$ cat src/rtl/rxq_pkg.sv
package rxq_pkg;
  localparam int FLG_W  = 3;
  localparam int STAT_W = 4;

  // Stored with every character, in lockstep with the data byte.
  typedef struct packed {
    logic eof;
    logic frm;
    logic par;
  } rx_flags_t;

  // Layout presented at the status read port.
  typedef struct packed {
    logic eof;
    logic ovr;
    logic frm;
    logic par;
  } rx_stat_t;
endpackage

$ cat src/rtl/rxq_ctrl.sv
module rxq_ctrl #(
  parameter int DEPTH = 8,
  localparam int PTR_W = $clog2(DEPTH),
  localparam int CNT_W = $clog2(DEPTH + 1)
) (
  input  logic             clk,
  input  logic             rst,
  input  logic             push_req,
  input  logic             pop_req,
  output logic             push_acc,
  output logic             pop_acc,
  output logic             overflow,
  output logic [PTR_W-1:0] wr_ptr,
  output logic [PTR_W-1:0] rd_ptr,
  output logic [PTR_W-1:0] newest_ptr,
  output logic             avail_q,
  output logic             full_q
);
  localparam logic [PTR_W-1:0] LAST = PTR_W'(DEPTH - 1);
  localparam logic [CNT_W-1:0] CAP  = CNT_W'(DEPTH);

  logic [CNT_W-1:0] cnt_q, cnt_nxt;
  logic [PTR_W-1:0] wr_q, rd_q;

  always_comb begin
    pop_acc  = pop_req && (cnt_q != '0);
    push_acc = push_req && ((cnt_q != CAP) || pop_acc);
    overflow = push_req && !push_acc;
    cnt_nxt  = cnt_q + CNT_W'(push_acc) - CNT_W'(pop_acc);
  end

  always_ff @(posedge clk) begin
    if (rst) begin
      cnt_q   <= '0;
      wr_q    <= '0;
      rd_q    <= '0;
      avail_q <= 1'b0;
      full_q  <= 1'b0;
    end else begin
      cnt_q   <= cnt_nxt;
      avail_q <= (cnt_nxt != '0);
      full_q  <= (cnt_nxt == CAP);
      if (push_acc) wr_q <= (wr_q == LAST) ? '0 : wr_q + 1'b1;
      if (pop_acc)  rd_q <= (rd_q == LAST) ? '0 : rd_q + 1'b1;
    end
  end

  assign wr_ptr     = wr_q;
  assign rd_ptr     = rd_q;
  assign newest_ptr = (wr_q == '0) ? LAST : wr_q - 1'b1;


  cnt_bound_chk: assert property (@(posedge clk) disable iff (rst)
    cnt_q <= CAP);

  empty_pop_hold_chk: assert property (@(posedge clk) disable iff (rst)
    (pop_req && cnt_q == '0) |=> $stable(rd_q));

  overflow_hold_chk: assert property (@(posedge clk) disable iff (rst)
    overflow |=> (full_q && $stable(wr_q) && $stable(rd_q)));

  full_swap_chk: assert property (@(posedge clk) disable iff (rst)
    (push_req && pop_req && cnt_q == CAP) |=> full_q);
endmodule

$ cat src/rtl/rxq_ram.sv
module rxq_ram #(
  parameter int DEPTH = 8,
  parameter int WIDTH = 8,
  localparam int PTR_W = $clog2(DEPTH)
) (
  input  logic             clk,
  input  logic             rst,
  input  logic             we,
  input  logic [PTR_W-1:0] waddr,
  input  logic [WIDTH-1:0] wdata,
  input  logic             re,
  input  logic [PTR_W-1:0] raddr,
  output logic [WIDTH-1:0] rdata
);
  logic [WIDTH-1:0] mem [DEPTH];

  always_ff @(posedge clk) begin
    if (we) mem[waddr] <= wdata;
  end

  // Registered read, old contents on a same-address write.
  always_ff @(posedge clk) begin
    if (rst)     rdata <= '0;
    else if (re) rdata <= mem[raddr];
  end
endmodule

$ cat src/rtl/rxq_ovr.sv
module rxq_ovr #(
  parameter int DEPTH = 8,
  localparam int PTR_W = $clog2(DEPTH)
) (
  input  logic             clk,
  input  logic             rst,
  input  logic             set_en,
  input  logic [PTR_W-1:0] set_idx,
  input  logic             clr_all,
  input  logic             wipe_en,
  input  logic [PTR_W-1:0] wipe_idx,
  output logic [DEPTH-1:0] ovr_q
);
  for (genvar i = 0; i < DEPTH; i++) begin : g_slot
    always_ff @(posedge clk) begin
      if (rst)                                       ovr_q[i] <= 1'b0;
      else if (set_en && set_idx == PTR_W'(i))       ovr_q[i] <= 1'b1;
      else if (clr_all)                              ovr_q[i] <= 1'b0;
      else if (wipe_en && wipe_idx == PTR_W'(i))     ovr_q[i] <= 1'b0;
    end
  end


  ovr_set_chk: assert property (@(posedge clk) disable iff (rst)
    set_en |=> ovr_q[$past(set_idx)]);

  ovr_clear_chk: assert property (@(posedge clk) disable iff (rst)
    (clr_all && !set_en) |=> (ovr_q == '0));
endmodule

$ cat src/rtl/rx_char_queue.sv
module rx_char_queue #(
  parameter int DEPTH  = 8,
  parameter int DATA_W = 8,
  localparam int PTR_W = $clog2(DEPTH)
) (
  input  logic              clk,
  input  logic              rst,
  input  logic              wr_en,
  input  logic [DATA_W-1:0] wr_data,
  input  logic              wr_par_err,
  input  logic              wr_frm_err,
  input  logic              wr_eof,
  input  logic              rd_data_strobe,
  input  logic              rd_stat_strobe,
  input  logic              err_reset,
  output logic [DATA_W-1:0] rd_data,
  output logic [3:0]        rd_stat,
  output logic              char_avail,
  output logic              full
);
  import rxq_pkg::*;

  logic             push_acc, pop_acc, overflow, stat_acc;
  logic [PTR_W-1:0] wr_ptr, rd_ptr, newest_ptr;
  logic [DEPTH-1:0] ovr_bits;
  logic             ovr_rd_q;
  rx_flags_t        flg_in, flg_out;
  rx_stat_t         stat_view;

  assign flg_in   = '{eof: wr_eof, frm: wr_frm_err, par: wr_par_err};
  assign stat_acc = rd_stat_strobe && char_avail;

  rxq_ctrl #(.DEPTH(DEPTH)) u_ctrl (
    .clk(clk), .rst(rst),
    .push_req(wr_en), .pop_req(rd_data_strobe),
    .push_acc(push_acc), .pop_acc(pop_acc), .overflow(overflow),
    .wr_ptr(wr_ptr), .rd_ptr(rd_ptr), .newest_ptr(newest_ptr),
    .avail_q(char_avail), .full_q(full)
  );

  rxq_ram #(.DEPTH(DEPTH), .WIDTH(DATA_W)) u_data_q (
    .clk(clk), .rst(rst),
    .we(push_acc), .waddr(wr_ptr), .wdata(wr_data),
    .re(pop_acc), .raddr(rd_ptr), .rdata(rd_data)
  );

  rxq_ram #(.DEPTH(DEPTH), .WIDTH(FLG_W)) u_stat_q (
    .clk(clk), .rst(rst),
    .we(push_acc), .waddr(wr_ptr), .wdata(flg_in),
    .re(stat_acc), .raddr(rd_ptr), .rdata(flg_out)
  );

  rxq_ovr #(.DEPTH(DEPTH)) u_ovr (
    .clk(clk), .rst(rst),
    .set_en(overflow), .set_idx(newest_ptr),
    .clr_all(err_reset),
    .wipe_en(push_acc), .wipe_idx(wr_ptr),
    .ovr_q(ovr_bits)
  );

  always_ff @(posedge clk) begin
    if (rst)           ovr_rd_q <= 1'b0;
    else if (stat_acc) ovr_rd_q <= ovr_bits[rd_ptr];
  end

  assign stat_view = '{eof: flg_out.eof, ovr: ovr_rd_q, frm: flg_out.frm, par: flg_out.par};
  assign rd_stat   = stat_view;


  idle_data_hold_chk: assert property (@(posedge clk) disable iff (rst)
    !(rd_data_strobe && char_avail) |=> $stable(rd_data));

  idle_stat_hold_chk: assert property (@(posedge clk) disable iff (rst)
    !(rd_stat_strobe && char_avail) |=> $stable(rd_stat));

  peek_no_pop_chk: assert property (@(posedge clk) disable iff (rst)
    (rd_stat_strobe && !rd_data_strobe && !wr_en && char_avail) |=> char_avail);

  full_implies_avail_chk: assert property (@(posedge clk) disable iff (rst)
    full |-> char_avail);
endmodule

$ cat config.mk
export PLATFORM = sky130hd
export DESIGN_NAME = rx_char_queue
export DESIGN_NICKNAME = d
export VERILOG_FILES = /design/src/rtl/rxq_pkg.sv /design/src/rtl/rxq_ctrl.sv /design/src/rtl/rxq_ram.sv /design/src/rtl/rxq_ovr.sv /design/src/rtl/rx_char_queue.sv
export SDC_FILE = /design/constraint.sdc
export NUM_CORES = 1
export LEC_CHECK = 0
export BUFFER_PORTS_ARGS = -buffer_cell sky130_fd_sc_hd__buf_2
export CAP_MARGIN = 15
export CORE_UTILIZATION = 40
export DETAILED_ROUTE_END_ITERATION = 8
export SYNTH_ARGS = -nofsm -noshare
export SYNTH_HDL_FRONTEND = slang
export SYNTH_SLANG_ARGS = --single-unit
$ cat constraint.sdc
create_clock -name clk -period 8.1 [get_ports clk]
set_input_delay 0 -clock clk [delete_from_list [all_inputs] [get_ports clk]]
set_output_delay 0 -clock clk [all_outputs]
set_load 0.01 [all_outputs]
==> key figures, run 1 <==
Run status
  – Status: finished, final reports clean

Synth
  – Predominant post-synthesis flop cell: edfxtp_1
  – Sequential area share after synthesis: 67.09%
  – Mapped Area: 4893 sq um
  – Synth Instances: 318
  – Mapped Nets: 352
  – Post-synth EDFFs: 88
  – Seq cells post-synth: 120
  – Average size of a mapped cell: 15.39 sq um
  – FFs w/ async S/R, synth: 0%
  – Synth warn: 0
  – Post-synthesis cell type count: 38

STA
  – FMAX: 279.3 MHz
  – Final period util: 44.20%
  – Worst Skew: 0.01277 ns
  – Endpoints failing hold: 0
  – Worst slew pin tran: 1.098 ns
  – Min Tclk post-route: 3.580 ns
  – Final setup fails: 0
  – Max Slew Vio Count: 0
  – RSZ-0062 raised after global routing: false
  – Setup TNS: 0 ns
  – Slew HR: 26.37%

Setup path
  – CP endpoint kind: flip-flop
  – Max Fanout on Critical Path: 13
  – CP startpoint kind: flip-flop
  – Worst Path Class, Setup: reg2reg
  – CP required: 8.43 ns
  – Buf+Inv Stages, Crit Path: 5
  – Delay-heaviest family, CP: adder cells
  – Crit path DAT: 3.91 ns
  – Cell mode on critical path: inv_1
  – CP Cell Sequence: inv_1 > ha_1 > inv_1 > o31ai_2 > inv_1 > ha_1 > inv_1 > ha_1 > inv_1 > fa_1 > xor2_1 > nand3_1 > nor3_1
  – Slowest CP cell: o31ai_2
  – Crit-path max cell delay: 0.90 ns

GRT
  – GRT Total Usage: 16.94%
  – First-pass GRT wire length: 15470 microns
  – Vias in the first global route: 2784
  – GR Overflow Total: 0
  – Largest net degree at the start of global routing: 30
  – Antenna violations before repair: 0

Power
  – Power, Total: 1.851 mW
  – PwrDens: 313.8 nW/um^2
  – Worst VDD drop: 138.7 uV
  – Leak: 2.089 nW

Route
  – Vias per Instance: 5.345
  – DR vias: 2838
  – WL per Instance: 18.59 microns
  – DRT iter0 DRCs: 175
  – Routed Antenna Nets: 0
  – Router iterations before antenna repair: 5
  – Detailed Route WL: 9870 microns
  – Post-route DRC: 0

Finish
  – ANT cells: 0
  – Final Cell Area: 5898 sq um
  – Share of cells above drive strength 1: 25.52%
  – Synth-to-Final Area Change: 20.53%
  – Fin cells: 531
  – Final core utilization: 49.31%
  – Final nets: 405

Clocking
  – CTS Buffer Depth: 2
  – CTS Buf Count: 17
  – CTS sink cnt: 120
  – CTS tree: built
  – Root Buffer: clkbuf_16
  – Gates resized, CTS repair: 0
  – H-tree Lvls: 4
  – Worst skew pair latency: 0.41 ns
  – Clock Pin Slew Worst Setup and Hold Paths: 0.05 ns

Floorplan
  – Die Area: 12680 sq um
  – Die Ht: 112.6 microns
  – Die width: 112.6 microns
  – Core area: 11960 sq um
  – Ports: 31
  – Row cnt: 40
  – Initial core utilization: 40.91%

Min path
  – Worst Hold Class: in2reg

Place
  – Final HPWL DP: 5902 microns
  – Placer Congestion: 0.7733
  – Placement Cell Area: 5226 sq um
  – Port Buf Inserts: 30
  – Placed Instances: 488

Job
  – Max-cap violations: 0
-- cells in the mapped netlist, types with 3 or more instances --
master	n	share of area [%]
a211oi_1	9	1.4
a21oi_1	6	0.61
a32o_1	7	1.4
buf_4	5	0.77
buf_6	4	0.92
clkbuf_1	6	0.46
dfxtp_1	32	13
edfxtp_1	88	54
ha_1	16	4.1
inv_1	13	1.0
mux2i_1	18	3.7
mux4_2	16	7.4
nand2_1	10	0.77
nand2b_1	3	0.38
nand3_1	8	0.82
nor2_1	23	1.8
nor2b_1	4	0.51
nor3_1	18	1.8
nor4_1	3	0.38
o22ai_1	11	1.4
-- metrics by stage --
| stage | hold slack [ns] | worst slack (ns) |
|---|---|---|
| final | 0.07808 | 4.520 |
| after global placement | 0.2639 | 4.721 |
| after global routing | 0.09369 | 4.215 |
| after floorplan | 0.09887 | 5.413 |
| after CTS | 0.06640 | 4.503 |
| after detailed placement | 0.2716 | 4.523 |
-- layout make-up --
type	count	area, sq um
clock buffer	17	425.4
inverter	13	48.80
multi-input combinational	167	1478
tap	147	183.9
timing repair buffer	52	342.8
fill	1014	6063
sequential	120	3283
clock inverter	15	136.4
-- timing repair --
item                                    4_1_cts  5_1_grt
hold buffers                                 11        0
endpoints found under the setup margin        0        0
hold endpoints to repair                     88        0
buffers inserted                              0        0
-- cells in the final DEF (no fill, tap or decap), drive strengths merged, types with 11 or more instances in the layout --
cell / instances
clkbuf: 17
nor3: 18
edfxtp: 88
mux4: 16
mux2i: 18
ha: 16
nor2: 23
dlygate4sd3: 11
buf: 41
inv: 13
clkinv: 11
dfxtp: 32
o22ai: 12
-- registers in the layout (all words and copies together) (netlist names) --
register / count
u_ctrl.cnt_q: 4
u_stat_q.mem: 24
u_ctrl.avail_q: 1
u_stat_q.rdata: 3
ovr_rd_q: 1
u_data_q.rdata: 8
u_ovr.ovr_q: 8
u_data_q.mem: 64
u_ctrl.rd_ptr: 3
u_ctrl.wr_ptr: 3
u_ctrl.full_q: 1
-- per-layer routing --
| metal | GRT usage (%) | share of wire, % | vias up |
|---|---|---|---|
| li1 | - | - | 1337 |
| met1 | 22.17 | 47 | 1430 |
| met2 | 26.79 | 48 | 65 |
| met3 | 5.238 | 4.0 | 6 |
| met4 | 5.867 | 0.60 | 0 |
| met5 | 0 | 0 | - |
-- power breakdown --
group	switching (mW)	internal (mW)	leakage, nW
clock	0.262	0.446	0.272
combinational	0.220	0.158	0.756
sequential	0.0382	0.728	1.06
-- worst paths after layout --
| kind | start | to | slack (ns) | cells after the start |
|---|---|---|---|---|
| max | u_ctrl.cnt_q[2] | u_ctrl.full_q | 4.52 | 13 |
| min | rst | u_ctrl.cnt_q[3] | 0.08 | 2 |
| max reg2reg | u_ctrl.cnt_q[2] | u_ctrl.full_q | 4.52 | 13 |
| min reg2reg | ovr_rd_q | ovr_rd_q | 0.49 | 2 |
-- cells by family after synthesis --
| family | after synthesis | synth area share, % |
|---|---|---|
| AO/OA/AOI/OAI | 39 | 5.983 |
| XOR/XNOR | 2 | 0.3580 |
| adder cells (fa/ha/maj) | 17 | 4.500 |
| buffers and inverters | 31 | 3.605 |
| flip-flops | 120 | 67.09 |
| multiplexers | 34 | 11.05 |
| AND/OR/NAND/NOR | 75 | 7.415 |
No activity file was read; power rests on OpenSTA's default activity.
==> run 2, diff against run 1 <==
clock period = 3.61 ns   (was 8.1 ns; I/O delays follow)
==> key figures, run 2 (synthesized netlist as in run 1, its figures left out) <==
Run status
  – Status: finished, final reports clean (unchanged)

Floorplan
  – Die width: 112.6 microns (unchanged)
  – Ports: 31 (unchanged)
  – Initial core utilization: 40.91% (unchanged)
  – Row cnt: 40 (unchanged)
  – Die Ht: 112.6 microns (unchanged)
  – Die Area: 12680 sq um (unchanged)
  – Core area: 11960 sq um (unchanged)

Route
  – WL per Instance: 18.03 microns (was 18.59 microns)
  – DRT iter0 DRCs: 218 (was 175)
  – Vias per Instance: 5.308 (was 5.345)
  – Routed Antenna Nets: 0 (unchanged)
  – DR vias: 2829 (was 2838)
  – Post-route DRC: 0 (unchanged)
  – Detailed Route WL: 9611 microns (was 9870 microns)
  – Router iterations before antenna repair: 4 (was 5)

Setup path
  – CP startpoint kind: flip-flop (unchanged)
  – R2r startpoint: u_ctrl.cnt_q[2] (unchanged)
  – CP required: 3.94 ns (was 8.43 ns)
  – Cell mode on critical path: inv_1 (unchanged)
  – Max Fanout on Critical Path: 13 (unchanged)
  – Slowest CP cell: fa_1 (was o31ai_2)
  – CP endpoint kind: flip-flop (unchanged)
  – Crit path DAT: 3.14 ns (was 3.91 ns)
  – CP Cell Sequence: inv_1 > ha_1 > inv_1 > o31ai_2 > buf_4 > inv_1 > ha_1 > inv_1 > ha_1 > inv_1 > fa_1 > xor2_1 > nand3_1 > nor3_1 (was inv_1 > ha_1 > inv_1 > o31ai_2 > inv_1 > ha_1 > inv_1 > ha_1 > inv_1 > fa_1 > xor2_1 > nand3_1 > nor3_1)
  – Worst Path Class, Setup: reg2reg (unchanged)
  – Crit-path max cell delay: 0.37 ns (was 0.90 ns)
  – Buf+Inv Stages, Crit Path: 6 (was 5)
  – Delay-heaviest family, CP: adder cells (unchanged)
  – Timing startpoint of the critical path: u_ctrl.cnt_q[2] (unchanged)

Finish
  – Filler Cells Inserted: 1000 (was 1014)
  – Share of cells above drive strength 1: 26.94% (was 25.52%)
  – Final nets: 408 (was 405)
  – Flip-flop count of the largest register after layout: 64 (unchanged)
  – Most frequent cells in the layout: edfxtp_1 (88), dfxtp_1 (32), buf_2 (30) (unchanged)
  – Top reg by flops: u_data_q.mem (unchanged)
  – Fin cells: 533 (was 531)
  – Synth-to-Final Area Change: 21.76% (was 20.53%)
  – Biggest regs: u_data_q.mem x64, u_stat_q.mem x24 (unchanged)
  – Commonest non-fill, non-tap cell in the layout: edfxtp_1 (unchanged)
  – ANT cells: 0 (unchanged)

STA
  – Final setup fails: 0 (unchanged)
  – RSZ-0062 raised after global routing: false (unchanged)
  – FMAX: 356.3 MHz (was 279.3 MHz)
  – Worst slew pin tran: 0.8579 ns (was 1.098 ns)
  – Final period util: 77.75% (was 44.20%)
  – Endpoints failing hold: 0 (unchanged)
  – Min Tclk post-route: 2.807 ns (was 3.580 ns)
  – Setup TNS: 0 ns (unchanged)
  – Worst Skew: 0.01170 ns (was 0.01277 ns)
  – Slew HR: 42.73% (was 26.37%)
  – Max Slew Vio Count: 0 (unchanged)

Min path
  – HP Start: rst (unchanged)
  – Worst Hold Class: in2reg (unchanged)

Clocking
  – Clock Pin Slew Worst Setup and Hold Paths: 0.05 ns (about the same)
  – CTS tree: built (unchanged)
  – CTS Buf Count: 17 (unchanged)
  – Worst skew pair latency: 0.42 ns (was 0.41 ns)
  – Post-CTS Hold Buffers: 11 (unchanged)
  – CTS sink cnt: 120 (unchanged)
  – CTS Buffer Depth: 2 (unchanged)
  – Root Buffer: clkbuf_16 (unchanged)
  – Gates resized, CTS repair: 0 (unchanged)
  – H-tree Lvls: 4 (unchanged)
  – Postcts setup bufs: 0 (unchanged)

Place
  – Final HPWL DP: 5979 microns (was 5902 microns)
  – Placed Instances: 491 (was 488)
  – Port Buf Inserts: 30 (unchanged)
  – Placer Congestion: 0.7441 (was 0.7733)

Power
  – Leak: 2.114 nW (was 2.089 nW)
  – PwrDens: 714.2 nW/um^2 (was 313.8 nW/um^2)
  – Worst VDD drop: 434.9 uV (was 138.7 uV)

GRT
  – Largest net degree at the start of global routing: 30 (unchanged)
  – Antenna violations before repair: 0 (unchanged)
  – Vias in the first global route: 2815 (was 2784)
  – First-pass GRT wire length: 15300 microns (was 15470 microns)
  – GRT Total Usage: 16.74% (was 16.94%)
  – GR Overflow Total: 0 (unchanged)

Job
  – Max-cap violations: 0 (unchanged)
run 2: where the power goes:
group          internal (mW)  switching (mW)
sequential              1.63           0.120
clock                   1.08           0.602
combinational          0.365           0.451
run 2: cell type report:
cell class	instances	area [sq um]	area share [%]
inverters	13	48.80	0.8190
multi-input cells	167	1478	24.80
flip-flops and latches	120	3283	55.10
repair buffers	55	365.4	6.132
well taps	147	183.9	3.087
clock inverters	14	173.9	2.919
clock buffers	17	425.4	7.140
run 2: stage by stage:
| stage | util [%] | total power [mW] | setup slack [ns] | hold slack, ns | area [sq um] |
|---|---|---|---|---|---|
| global route | 49.81 | 4.481 | 0.4143 | 0.1066 | 5958 |
| floorplan | - | 2.351 | 0.9231 | 0.09887 | 4893 |
| detailed placement | 43.88 | 2.596 | 0.7923 | 0.2753 | 5249 |
| CTS | 49.81 | 4.306 | 0.7722 | 0.05093 | 5958 |
| finish | 49.81 | 4.255 | 0.8033 | 0.08225 | 5958 |
| global placement | 43.88 | 2.582 | 0.8582 | 0.2646 | 5249 |
run 2: routing by layer:
metal / up-vias / track usage [%] / part of all wire, %
li1: 1334 / - / -
met1: 1419 / 21.45 / 45
met2: 66 / 26.50 / 50
met3: 10 / 4.698 / 4.0
met4: 0 / 7.644 / 1.2
met5: - / 0 / 0
run 2: worst paths after layout:
| check | slack, ns | endpoint | cells after the start |
|---|---|---|---|
| max reg2reg | 0.80 | u_ctrl.full_q | 14 |
| min reg2reg | 0.49 | u_ovr.ovr_q[6] | 1 |
| min | 0.08 | u_ctrl.cnt_q[0] | 2 |
| max | 0.80 | u_ctrl.full_q | 14 |
==> run 3, diff against run 2 <==
ABC_AREA = 1   (was default)
clock period = 2.6 ns   (was 3.61 ns; I/O delays follow)
==> key figures, run 3 <==
Setup path
  – R2r startpoint: u_ctrl.cnt_q[2] (unchanged)
  – Crit. path cell count: 14 (unchanged)
  – Crit-path max cell delay: 0.51 ns (was 0.37 ns)
  – Crit path DAT: 2.70 ns (was 3.14 ns)
  – CP startpoint kind: flip-flop (unchanged)
  – Delay-heaviest family, CP: adder cells (unchanged)
  – Worst Path Class, Setup: reg2reg (unchanged)
  – CP required: 2.90 ns (was 3.94 ns)
  – Worst reg2reg setup slack: 0.19 ns (was 0.80 ns)
  – Slowest CP cell: fa_1 (unchanged)
  – R2R Path End: u_ctrl.avail_q (was u_ctrl.full_q)
  – CP endpoint kind: flip-flop (unchanged)
  – Max Fanout on Critical Path: 10 (was 13)
  – Worst setup endpoint: u_ctrl.avail_q (was u_ctrl.full_q)
  – Timing startpoint of the critical path: u_ctrl.cnt_q[2] (unchanged)
  – Cells on worst reg2reg path: 14 (unchanged)
  – Buf+Inv Stages, Crit Path: 4 (was 6)
  – Cell mode on critical path: inv_1 (unchanged)
  – CP Cell Sequence: inv_1 > ha_1 > nand2_1 > inv_1 > nand2_8 > nand2_4 > ha_1 > inv_1 > ha_1 > inv_1 > fa_1 > nand2_1 > o21ai_1 > nand2_1 (was inv_1 > ha_1 > inv_1 > o31ai_2 > buf_4 > inv_1 > ha_1 > inv_1 > ha_1 > inv_1 > fa_1 > xor2_1 > nand3_1 > nor3_1)

Power
  – PwrDens: 969.4 nW/um^2 (was 714.2 nW/um^2)
  – Power, Total: 6.288 mW (was 4.255 mW)
  – Leak: 2.754 nW (was 2.114 nW)
  – Worst VDD drop: 563.2 uV (was 434.9 uV)

STA
  – Worst slew pin tran: 0.7169 ns (was 0.8579 ns)
  – Setup TNS: 0 ns (unchanged)
  – FMAX: 415.1 MHz (was 356.3 MHz)
  – Final period util: 92.65% (was 77.75%)
  – Max Slew Vio Count: 0 (unchanged)
  – Final setup fails: 0 (unchanged)
  – Worst Skew: 0.01510 ns (was 0.01170 ns)
  – Endpoints failing hold: 0 (unchanged)
  – RSZ-0062 raised after global routing: false (unchanged)
  – Slew HR: 52.13% (was 42.73%)
  – Min Tclk post-route: 2.409 ns (was 2.807 ns)

Run status
  – Status: finished, final reports clean (unchanged)

Clocking
  – Clock Pin Slew Worst Setup and Hold Paths: 0.05 ns (about the same)
  – CTS Buf Count: 17 (unchanged)
  – Worst skew pair latency: 0.41 ns (was 0.42 ns)
  – Root Buffer: clkbuf_16 (unchanged)
  – H-tree Lvls: 4 (unchanged)
  – CTS Buffer Depth: 2 (unchanged)
  – CTS tree: built (unchanged)
  – CTS sink cnt: 120 (unchanged)

Synth
  – Sequential area share after synthesis: 60.38% (was 67.09%)
  – Post-synth EDFFs: 88 (unchanged)
  – Mapped Nets: 600 (was 352)
  – Area leader, netlist: edfxtp_1 (unchanged)
  – Synth Instances: 566 (was 318)
  – Synth area leaders: edfxtp_1 (49%), dfxtp_1 (12%), nand2_1 (9.2%) (was edfxtp_1 (54%), dfxtp_1 (13%), mux4_2 (7.4%))
  – Predominant post-synthesis flop cell: edfxtp_1 (unchanged)
  – Seq cells post-synth: 120 (unchanged)
  – FFs w/ async S/R, synth: 0% (unchanged)
  – Mapped Area: 5438 sq um (was 4893 sq um)
  – Post-synthesis cell type count: 29 (was 38)
  – Post-synth top area share: 48.60% (was 54.00%)
  – Average size of a mapped cell: 9.607 sq um (was 15.39 sq um)
  – Most common cell in the netlist: nand2_1 (was edfxtp_1)
  – Synth warn: 0 (unchanged)
  – Synth top cells by count: nand2_1 (133), inv_1 (91), edfxtp_1 (88) (was edfxtp_1 (88), dfxtp_1 (32), nor2_1 (23))

Floorplan
  – Ports: 31 (unchanged)
  – Row cnt: 42 (was 40)
  – Core area: 13240 sq um (was 11960 sq um)
  – Die Area: 14060 sq um (was 12680 sq um)
  – Die width: 118.6 microns (was 112.6 microns)
  – Die Ht: 118.6 microns (was 112.6 microns)
  – Initial core utilization: 41.06% (was 40.91%)

Finish
  – Biggest regs: u_data_q.mem x64, u_stat_q.mem x24 (unchanged)
  – Final core utilization: 48.98% (was 49.81%)
  – Final Cell Area: 6486 sq um (was 5958 sq um)
  – Flip-flop count of the largest register after layout: 64 (unchanged)
  – ANT cells: 0 (unchanged)
  – Synth-to-Final Area Change: 19.28% (was 21.76%)
  – Commonest non-fill, non-tap cell in the layout: nand2_1 (was edfxtp_1)
  – Top reg by flops: u_data_q.mem (unchanged)
  – Most frequent cells in the layout: nand2_1 (133), inv_1 (91), edfxtp_1 (88) (was edfxtp_1 (88), dfxtp_1 (32), buf_2 (30))
  – Final nets: 655 (was 408)
  – Share of cells above drive strength 1: 13.88% (was 26.94%)

Place
  – Final HPWL DP: 7250 microns (was 5979 microns)
  – Placement Cell Area: 5763 sq um (was 5249 sq um)
  – Port Buf Inserts: 30 (unchanged)
  – Placer Congestion: 0.8722 (was 0.7441)

GRT
  – Vias in the first global route: 3619 (was 2815)
  – GRT Total Usage: 17.91% (was 16.74%)
  – Antenna violations before repair: 0 (unchanged)
  – Largest net degree at the start of global routing: 41 (was 30)
  – GR Overflow Total: 0 (unchanged)
  – First-pass GRT wire length: 19010 microns (was 15300 microns)

Route
  – DR vias: 3820 (was 2829)
  – WL per Instance: 14.56 microns (was 18.03 microns)
  – Vias per Instance: 4.716 (was 5.308)
  – Routed Antenna Nets: 0 (unchanged)
  – Post-route DRC: 0 (unchanged)
  – Detailed Route WL: 11790 microns (was 9611 microns)
  – Router iterations before antenna repair: 5 (was 4)
  – DRT iter0 DRCs: 298 (was 218)

Job
  – Max-cap violations: 0 (unchanged)

Min path
  – Worst Hold Class: in2reg (unchanged)
==> run 3: changes by cell type after synthesis, moves of 17 or more <==
cell / change
a21oi_1: +18
inv_1: +78
mux2i_1: -18
nand2_1: +123
nand3_1: +60
nor2_1: +20
nor3_1: -17
==> run 3: worst min-delay path by stage <==
| stage | startpoint | endpoint | slack [ns] | cells past startpoint |
|---|---|---|---|---|
| final | rd_stat_strobe | u_stat_q.rdata[2] | 0.06 | 4 |
| after global routing | rd_stat_strobe | u_stat_q.rdata[2] | 0.12 | 4 |
| after CTS | rd_stat_strobe | u_stat_q.rdata[2] | 0.08 | 4 |
| after detailed placement | wr_data[2] | u_data_q.mem[0][2] | 0.28 | 1 |
| after global placement | wr_eof | u_stat_q.mem[1][2] | 0.28 | 1 |
| after floorplan | rst | u_ctrl.rd_ptr[0] | 0.08 | 1 |
==> run 3: power breakdown <==
part	internal, mW	switching [mW]
registers	2.28	0.102
logic	0.568	1.12
clock network	1.39	0.822
==> run 3: logic make-up after synthesis <==
kind of cell	count (synthesis)	share of synthesized area, %
DFF	120	60.38
AOI/OAI and AO/OA	52	5.476
xor gates and xnor gates	1	0.1611
and+or+nand+nor	256	20.46
adders and majority gates	17	4.050
buffers and inverters	120	9.480
==> run 3: layout make-up <==
type                            count  area [sq um]
Fill cell                        1219          6756
Sequential cell                   120          3284
Multi-Input combinational cell    326          1639
Clock buffer                       18         429.2
Timing Repair Buffer               61         422.9
Inverter                           95         356.6
Tap cell                          176         220.2
Clock inverter                     14         133.9
==> run 3: per-layer routing <==
metal | vias up | GRT usage, % | share of wire (%)
met4 | 0 | 7.437 | 1.5
met2 | 76 | 30.04 | 49
met3 | 17 | 3.234 | 3.4
met1 | 1786 | 22.71 | 46
met5 | - | 0 | 0
li1 | 1941 | - | -
==> run 3: worst reg2reg max path, stage by stage, from the launching register on <==
cell and delay, ns:
dfxtp_1 0.30, inv_1 0.07, ha_1 0.20, nand2_1 0.08
inv_1 0.09, nand2_8 0.13, nand2_4 0.08, ha_1 0.29
inv_1 0.05, ha_1 0.15, inv_1 0.06, fa_1 0.51
nand2_1 0.08, o21ai_1 0.14, nand2_1 0.06
==> run 3: timing repair <==
item / CTS / global route
hold buffers: 16 / 0
setup endpoints to repair: 0 / 1
resized for setup: 0 / 1
buffers inserted: 0 / 0
hold endpoints to repair: 97 / 0
==> run 3: through the flow <==
step | worst slack (ns) | std cells | hold WS, ns
floorplan | 0.3138 | 566 | 0.07847
global placement | 0.2298 | 762 | 0.2756
detailed placement | 0.1606 | 762 | 0.2766
CTS | 0.1471 | 810 | 0.07757
global route | 0.01405 | 810 | 0.1189
finish | 0.1910 | 810 | 0.05887
